===== config.mk =====
export PLATFORM = sky130hd
export DESIGN_NAME = swFlowCtl
export DESIGN_NICKNAME = d
export VERILOG_FILES = /design/src/rtl/flowPkg.sv /design/src/rtl/flowData.sv /design/src/rtl/flowCtrl.sv /design/src/rtl/swFlowCtl.sv
export SDC_FILE = /design/constraint.sdc
export NUM_CORES = 1
export LEC_CHECK = 0
export ABC_AREA = 1
export BUFFER_PORTS_ARGS = -buffer_cell sky130_fd_sc_hd__clkbuf_2
export CAP_MARGIN = 30
export CORE_MARGIN = 2
export CORE_UTILIZATION = 40
export DETAILED_ROUTE_END_ITERATION = 8
export PLACE_DENSITY = 0.65
export RECOVER_POWER = 50
export SYNTH_ARGS = -nofsm -noshare
export SYNTH_HDL_FRONTEND = slang
export SYNTH_SLANG_ARGS = --single-unit

===== constraint.sdc =====
create_clock -name clk -period 1 [get_ports clk]
set_input_delay 0 -clock clk [delete_from_list [all_inputs] [get_ports clk]]
set_output_delay 0 -clock clk [all_outputs]
set_load 0.1 [all_outputs]

===== src/rtl/flowPkg.sv =====
package flowPkg;
  typedef struct packed {
    logic xon1;
    logic xon2;
    logic xoff1;
    logic xoff2;
  } codeHitT;

  typedef struct packed {
    logic drop;
    logic sendXoff;
    logic sendSecond;
  } ctlStrbT;

  typedef enum logic [1:0] {PEND_NONE, PEND_XON, PEND_XOFF} pendT;
  typedef enum logic [1:0] {SEQ_IDLE, SEQ_FIRST, SEQ_SECOND} seqT;
endpackage


===== src/rtl/flowData.sv =====
module flowData
  import flowPkg::*;
#(
  parameter int CHAR_W = 8
) (
  input  logic              clk,
  input  logic              rstN,
  input  logic              cfgWe,
  input  logic [1:0]        cfgAddr,
  input  logic [CHAR_W-1:0] cfgData,
  input  logic [1:0]        wordLen,
  input  logic              rxValid,
  input  logic [CHAR_W-1:0] rxChar,
  input  ctlStrbT           strb,
  output codeHitT           hit,
  output logic              fifoWe,
  output logic [CHAR_W-1:0] ctlChar
);
  localparam int MIN_W = 5;
  localparam int N_CODES = 4;

  logic [CHAR_W-1:0] codeReg [N_CODES];
  logic [CHAR_W-1:0] cmpMask;
  logic [N_CODES-1:0] hitVec;

  // Code registers: 0 resume-1, 1 resume-2, 2 pause-1, 3 pause-2
  always_ff @(posedge clk or negedge rstN) begin
    if (!rstN) begin
      for (int i = 0; i < N_CODES; i++) codeReg[i] <= '0;
    end else if (cfgWe) begin
      codeReg[cfgAddr] <= cfgData;
    end
  end

  // Compare width follows the character length
  always_comb begin
    for (int i = 0; i < CHAR_W; i++) cmpMask[i] = (i < MIN_W + int'(wordLen));
  end

  for (genvar g = 0; g < N_CODES; g++) begin : gCmp
    assign hitVec[g] = ((rxChar ^ codeReg[g]) & cmpMask) == '0;
  end

  assign hit.xon1  = hitVec[0];
  assign hit.xon2  = hitVec[1];
  assign hit.xoff1 = hitVec[2];
  assign hit.xoff2 = hitVec[3];

  assign fifoWe  = rxValid & ~strb.drop;
  assign ctlChar = codeReg[{strb.sendXoff, strb.sendSecond}];
endmodule


===== src/rtl/flowCtrl.sv =====
module flowCtrl
  import flowPkg::*;
#(
  parameter int CNT_W = 8
) (
  input  logic             clk,
  input  logic             rstN,
  input  logic             rxFlowEn,
  input  logic             dblMode,
  input  logic             autoEn,
  input  logic             specialEn,
  input  logic             rxValid,
  input  codeHitT          hit,
  input  logic [CNT_W-1:0] fifoCount,
  input  logic [CNT_W-1:0] trigLevel,
  input  logic             txCtlAck,
  output ctlStrbT          strb,
  output logic             txPause,
  output logic             ctlReq,
  output logic             specialHit
);
  pendT pend, pendNext;
  seqT  seq;
  logic setPause, clrPause, dropChar;
  logic sendingXoff, xoffOut;
  logic overTrig, underTrig;

  // Receive-side matching
  always_comb begin
    setPause = 1'b0;
    clrPause = 1'b0;
    dropChar = 1'b0;
    pendNext = (rxFlowEn && dblMode) ? pend : PEND_NONE;
    if (rxValid && rxFlowEn) begin
      if (!dblMode) begin
        if (hit.xoff1) begin
          setPause = 1'b1;
          dropChar = 1'b1;
        end else if (hit.xon1) begin
          clrPause = 1'b1;
          dropChar = 1'b1;
        end
      end else begin
        if (pend == PEND_XOFF && hit.xoff2) begin
          setPause = 1'b1;
          dropChar = 1'b1;
          pendNext = PEND_NONE;
        end else if (pend == PEND_XON && hit.xon2) begin
          clrPause = 1'b1;
          dropChar = 1'b1;
          pendNext = PEND_NONE;
        end else if (hit.xoff1) begin
          dropChar = 1'b1;
          pendNext = PEND_XOFF;
        end else if (hit.xon1) begin
          dropChar = 1'b1;
          pendNext = PEND_XON;
        end else begin
          pendNext = PEND_NONE;
        end
      end
    end
  end

  always_ff @(posedge clk or negedge rstN) begin
    if (!rstN) begin
      pend    <= PEND_NONE;
      txPause <= 1'b0;
    end else begin
      pend <= pendNext;
      if (setPause) txPause <= 1'b1;
      else if (clrPause) txPause <= 1'b0;
    end
  end

  assign specialHit = rxValid & specialEn & ~rxFlowEn & hit.xoff2;

  // Threshold-driven transmit requests
  assign overTrig  = fifoCount > trigLevel;
  assign underTrig = fifoCount < trigLevel;

  always_ff @(posedge clk or negedge rstN) begin
    if (!rstN) begin
      seq         <= SEQ_IDLE;
      sendingXoff <= 1'b0;
      xoffOut     <= 1'b0;
    end else if (seq == SEQ_IDLE) begin
      if (autoEn && !xoffOut && overTrig) begin
        seq         <= SEQ_FIRST;
        sendingXoff <= 1'b1;
        xoffOut     <= 1'b1;
      end else if (autoEn && xoffOut && underTrig) begin
        seq         <= SEQ_FIRST;
        sendingXoff <= 1'b0;
        xoffOut     <= 1'b0;
      end
    end else if (txCtlAck) begin
      seq <= (seq == SEQ_FIRST && dblMode) ? SEQ_SECOND : SEQ_IDLE;
    end
  end

  assign ctlReq          = seq != SEQ_IDLE;
  assign strb.drop       = dropChar;
  assign strb.sendXoff   = sendingXoff;
  assign strb.sendSecond = seq == SEQ_SECOND;

  a_r2_xoff_pauses: assert property (@(posedge clk) disable iff (!rstN)
    (rxValid && rxFlowEn && !dblMode && hit.xoff1) |=> txPause);

  a_r6_pause_holds: assert property (@(posedge clk) disable iff (!rstN)
    !rxValid |=> $stable(txPause));

  a_r8_req_held: assert property (@(posedge clk) disable iff (!rstN)
    (ctlReq && !txCtlAck) |=> (ctlReq && $stable(strb)));
endmodule


===== src/rtl/swFlowCtl.sv =====
module swFlowCtl
  import flowPkg::*;
#(
  parameter int CHAR_W = 8,
  parameter int CNT_W  = 8
) (
  input  logic              clk,
  input  logic              rstN,
  input  logic              cfgWe,
  input  logic [1:0]        cfgAddr,
  input  logic [CHAR_W-1:0] cfgData,
  input  logic              rxFlowEn,
  input  logic              dblMode,
  input  logic              autoEn,
  input  logic              specialEn,
  input  logic [1:0]        wordLen,
  input  logic              rxValid,
  input  logic [CHAR_W-1:0] rxChar,
  input  logic [CNT_W-1:0]  fifoCount,
  input  logic [CNT_W-1:0]  trigLevel,
  input  logic              txCtlAck,
  output logic              txPause,
  output logic              ctlReq,
  output logic [CHAR_W-1:0] ctlChar,
  output logic              fifoWe,
  output logic              specialHit
);
  codeHitT hit;
  ctlStrbT strb;

  flowData #(.CHAR_W(CHAR_W)) uData (
    .clk(clk), .rstN(rstN), .cfgWe(cfgWe), .cfgAddr(cfgAddr), .cfgData(cfgData),
    .wordLen(wordLen), .rxValid(rxValid), .rxChar(rxChar), .strb(strb),
    .hit(hit), .fifoWe(fifoWe), .ctlChar(ctlChar)
  );

  flowCtrl #(.CNT_W(CNT_W)) uCtrl (
    .clk(clk), .rstN(rstN), .rxFlowEn(rxFlowEn), .dblMode(dblMode),
    .autoEn(autoEn), .specialEn(specialEn), .rxValid(rxValid), .hit(hit),
    .fifoCount(fifoCount), .trigLevel(trigLevel), .txCtlAck(txCtlAck),
    .strb(strb), .txPause(txPause), .ctlReq(ctlReq), .specialHit(specialHit)
  );

  a_r7_special_kept: assert property (@(posedge clk) disable iff (!rstN)
    specialHit |-> fifoWe);
endmodule


Word level (Yosys, flattened, before mapping)
Cells that the tools add are included.
{"block": "totals", "ff_bits": 38, "latchBits": 0, "mem_bits_rw": 0, "rom_bits": 0, "inputBits": 45, "out_inout_bits": 12, "wordCells": 102, "mem_count": 0}
{"block": "classes", "n_addsub": 1, "multipliers": 0, "n_div": 0, "magnitude_cmp": 13, "eq_ne": 5, "shifts": 0, "n_mux": 37, "bitwise_logic": 16, "reduce_logical": 22}
{"operator": "$lt 4x32->1 const A", "n": 4}
{"operator": "$lt 3x32->1 const A", "n": 2}
{"operator": "$and 8x8->8", "n": 4}
{"operator": "$bwmux 32", "n": 1}
{"operator": "$logic_not 8->1", "n": 4}
{"operator": "$lt 1x32->1 const A", "n": 1}
{"operator": "$lt 2x32->1 const A", "n": 1}
{"operator": "$xor 8x8->8", "n": 4}
{"operator": "$mux 8", "n": 3}
{"operator": "$mux 2", "n": 11}
{"operator": "$mux 1", "n": 20}
{"operator": "$bmux 8 s2", "n": 1}
{"operator": "$demux 8 s2", "n": 1}
{"operator": "$logic_and 1x1->1", "n": 10}
{"operator": "$gt 8x8->1", "n": 1}
{"operator": "$lt 8x8->1", "n": 1}
{"operator": "$reduce_bool 2->1", "n": 4}
{"operator": "$ge 3x3->1 const B", "n": 2}
{"operator": "$not 2->3", "n": 2}
{"operator": "$add 3x2->4 const A", "n": 1}
{"operator": "$and 1x1->1", "n": 4}
{"operator": "$eq 2x1->1 const B", "n": 2}
{"operator": "$eq 2x2->1 const B", "n": 2}
{"operator": "$reduce_and 2->1", "n": 2}
{"operator": "5 further kinds", "n": 6}

Logic depth before layout (Yosys ltp)
{"block": "logic_depth", "ltp_word": 12, "depth_mapped": 12, "mapped_depth_nobuf": 12}

Modules after synthesis
From an unflattened synthesis, not the netlist that was laid out.
{"block": "hier_totals", "hier_cells": 376, "hier_area_um2": 2677.6}
{"module": "flowData", "n_inst": 1, "cells_per_inst": 275, "area_each_um2": 2035.7}
{"module": "flowCtrl", "n_inst": 1, "cells_per_inst": 101, "area_each_um2": 641.9}

Worst setup path after synthesis
No wires, ideal clock.
{"block": "synth_timing", "path_kind": "reg2out", "start": "register uData.codeReg[2] (netlist bit)", "end": "output port specialHit", "arrival_ns": 3.530, "setup_slack_ns": -2.530, "path_stages_with_launch": 4, "path_cell_list": "dfrtp_1 > xnor2_1 > nand4_1 > nor4_1"}
{"block": "synth_between", "elab_chain_cells": 4}
{"element": "from (decl)", "line": "flowData.sv:22", "text": "logic [CHAR_W-1:0] codeReg [N_CODES];"}
{"element": "from (signal, indexed assignment)", "line": "flowData.sv:31", "text": "codeReg[cfgAddr] <= cfgData;"}
{"element": "$xor 8x8->8", "line": "flowData.sv:41", "text": "assign hitVec[g] = ((rxChar ^ codeReg[g]) & cmpMask) == '0;"}
{"element": "$and 8x8->8", "line": "flowData.sv:41"}
{"element": "$logic_not 8->1", "line": "flowData.sv:41"}
{"element": "$and 1x1->1", "line": "flowCtrl.sv:76", "text": "assign specialHit = rxValid & specialEn & ~rxFlowEn & hit.xoff2;"}
{"element": "to (decl)", "line": "swFlowCtl.sv:26", "text": "output logic specialHit"}
No other way between the ends.

Final worst setup path
{"block": "layout_timing", "start": "register uData.codeReg[7] (netlist bit)", "end": "output port fifoWe"}
{"block": "layout_between", "elab_chain_cells": 9}
{"element": "$xor 8x8->8", "line": "flowData.sv:41"}
{"element": "$and 8x8->8", "line": "flowData.sv:41"}
{"element": "$logic_not 8->1", "line": "flowData.sv:41"}
{"element": "$logic_and 1x1->1", "line": "flowCtrl.sv:44", "text": "if (pend == PEND_XOFF && hit.xoff2) begin"}
{"element": "$mux 1", "line": "flowCtrl.sv:44"}
{"element": "$mux 1", "line": "flowCtrl.sv:35", "text": "if (!dblMode) begin"}
{"element": "$mux 1", "line": "flowCtrl.sv:34", "text": "if (rxValid && rxFlowEn) begin"}
{"element": "$not 1->1", "line": "flowData.sv:49", "text": "assign fifoWe = rxValid & ~strb.drop;"}
{"element": "$and 1x1->1", "line": "flowData.sv:49"}
{"element": "to (decl)", "line": "swFlowCtl.sv:25", "text": "output logic fifoWe,"}
No other way between the ends.

==> summary.md <==
| Metric | Value |
|---|---|
| Status | `finished with violations` |
| Violated checks | `setup timing` |
| Overflow after GRT | `0` |
| TritonCTS clock tree | `built` |
| R2R setup slack | `-0.40 ns` |
| DR iter-0 viols | `221` |
| # DRC | `0` |
| Max-cap violation count | `0` |
| P_int | `5.533 mW` |
| Commonest non-fill, non-tap cells in the layout | `99 x nand2_1, 63 x buf_4, 45 x inv_1` |
| Clk_lat worst skew | `0.30 ns` |
| Clock Path Buffers | `2` |
| Critical Path Sink | `fifoWe` |
| Initial core utilization | `0.4188` |
| Clock Power Share | `0.127` |
| R2R cell count | `12` |
| Peak Freq | `0.5829 GHz` |
| Synth Instances | `367` |
| WL final | `8259 µm` |
| First-pass detailed-route iteration total | `7` |
| Post-synth cell types | `25` |
| Sw Pwr | `4.827 mW` |
| Worst Hold Class | `input port to flop` |
| Placed standard-cell area | `0.003770 mm²` |
| Top cells by area, synth | `dfrtp_1 38%, nand2_1 15%, o21ai_0 10%` |
| GRT Total Usage | `0.2353` |
| Layout cell share with drive strength beyond 1 | `0.4080` |
| Post-route ant nets | `0` |
| Worst VDD drop | `1943 µV` |
| Mapped Nets | `420` |
| Fin nets | `552` |
| Crit Path Category | `flop to output port` |
| Port bufs | `56` |
| Static leakage | `2.153 nW` |
| Die W | `83.20 µm` |
| Pwr Total | `10.36 mW` |
| CP Max Fanout | `3` |
| Area Overhead vs Synth | `70.67%` |
| RePlAce Congestion | `0.8278` |
| Clock Skew | `0.004870 ns` |
| Clock-pin slew on the worst setup and hold paths | `0.07 ns` |
| Worst setup EP type | `output port` |
| Post-DP HPWL | `5199 µm` |
| Register Area | `950.9 µm²` |
| Hold Vio Cnt, Final | `0` |
| Non-filler cells, final | `575` |
| Switching Share | `0.4659` |
| Largest net degree at the start of global routing | `39` |
| Final setup margin | `-0.7156 ns` |
| Filler cells | `464` |
| Worst setup SP type | `flop` |
| Worst slew margin | `0.6247` |
| Post-Syn Area | `0.002509 mm²` |
| RSZ-0062 raised after global routing | `true` |
| R2r startpoint | `uData.codeReg[31]` |
| WP data required | `1.00 ns` |
| Initial antenna violation count | `0` |
| Htree depth | `2` |
| Multi-input logic area | `0.001685 mm²` |
| Final Setup Violations | `16` |
| First-pass GRT wire length | `13170 µm` |
| Most common cell after layout, fill and taps aside | `nand2_1` |
| Mean Syn Cell Area | `6.836 µm²` |
| Setup TNS | `-8.416 ns` |
| Worst Setup SP | `uData.codeReg[7]` |
| IO Count | `57` |
| Number of warnings issued by yosys | `0` |
| Cell Pwr Density | `2419 mW/mm²` |
| Via Count | `2943` |
| Seq/Total Area, Yosys | `0.3791` |
| Number of global-route vias before repair | `2874` |
| Arrival time worst endpoint | `1.72 ns` |
| Via density | `5.118` |
| Final hold slack | `0.003338 ns` |
| Root Buffer | `clkbuf_8` |
| Placed Cells | `553` |
| Worst Max-Slew Pin Slew | `0.5630 ns` |
| Die Y | `83.20 µm` |
| CTS buffer count | `5` |
| Largest area contributor in the netlist | `dfrtp_1` |
| #FFs+latches synth | `38` |
| Period utilization | `1.716` |
| Antenna diodes | `0` |
| Core area | `0.005991 mm²` |
| Comb pwr share | `0.677` |
| Pins over their slew limit | `0` |
| Final instance area | `0.004282 mm²` |
| # rows | `28` |
| Yosys top cell area share | `0.3791` |
| Die area | `0.006921 mm²` |
| Endpoint of the worst register-to-register path | `uCtrl.txPause` |
| Routed WL per cell | `14.36 µm` |
| TritonCTS Sinks | `38` |
| Final min period | `1.716 ns` |
| Hold Path Origin | `cfgData[4]` |
| Sequential power share | `0.195` |
## stage by stage
stage,utilization,setup WS [ns]
4_1_cts,0.6882,-0.6893
5_1_grt,0.7147,-0.7887
2_1_floorplan,-,-0.7656
3_5_place_dp,0.6293,-0.3930
6_report,0.7147,-0.7156
3_3_place_gp,0.6293,-0.3636
## flip-flops by register name, summed over array words and instances (netlist names)
signal         flops
uCtrl.txPause      1
uCtrl.xoffOut      1
uCtrl.seq          2
uCtrl.pend         2
uData.codeReg     32
## worst min-delay path by stage
stage,depth (start not counted),endpoint
after floorplan,0,uCtrl.pend[0]
after global placement,2,uCtrl.pend[0]
after detailed placement,2,uCtrl.pend[1]
after CTS,3,uData.codeReg[20]
after global routing,3,uData.codeReg[4]
final,3,uData.codeReg[20]
## cells by family after synthesis
logic type | after synthesis | synth area share
AND/OR/NAND/NOR | 168 | 0.2763
flip-flops | 38 | 0.3791
adder cells (fa/ha/maj) | 8 | 0.03990
AO/OA/AOI/OAI | 70 | 0.1456
XOR/XNOR | 16 | 0.05586
buffers and inverters | 67 | 0.1032
## power by group through the flow
stage                     clock (mW)  combinational [mW]  sequential (mW)
after detailed placement           0                5.93             2.02
after global routing            1.40                7.33             2.05
after floorplan                    0                3.51             2.09
after CTS                       1.33                6.53             2.01
final                           1.32                7.02             2.02
after global placement             0                5.87             2.01
## critical path, stage by stage (launching register included)
cell     delay, ns
dfrtp_1       0.41
inv_2         0.08
nand2_1       0.06
nand3_1       0.06
nand4_1       0.18
nor2_1        0.13
nand2_1       0.08
a21oi_2       0.19
nor2_4        0.05
buf_12        0.16
## area by class of cell
class                           count  area share
Timing Repair Buffer              137      0.2878
Tap cell                           75     0.02192
Multi-Input combinational cell    262      0.3936
Inverter                           55     0.04968
Clock buffer                        7     0.01783
Clock inverter                      1    0.007013
Sequential cell                    38      0.2221
## cell usage after synthesis (all sizes together)
master / count
nor2: 37
clkbuf: 8
nor3: 2
nand3: 20
xnor2: 12
o21ai: 52
xor2: 4
buf: 4
nand2: 103
inv: 55
nand4: 5
ha: 8
nor4: 1
a21oi: 11
dfrtp: 38
a21o: 1
o22ai: 5
a211oi: 1
## layer usage
metal,wire [µm],global-route usage
met1,3439,0.3012
met2,4062,0.4091
met4,240,0.05961
met3,515,0.04374
met5,0,0
## repair_timing
action / in CTS / in global routing
hold endpoints to repair: 45 / 0
gates cloned: 2 / 2
setup buffers: 3 / 5
resized for setup: 32 / 28
endpoints found under the setup margin: 16 / 16
hold buffers: 4 / 0
pin swaps: 14 / 18
Note: power is estimated with default switching activity, not from simulation.
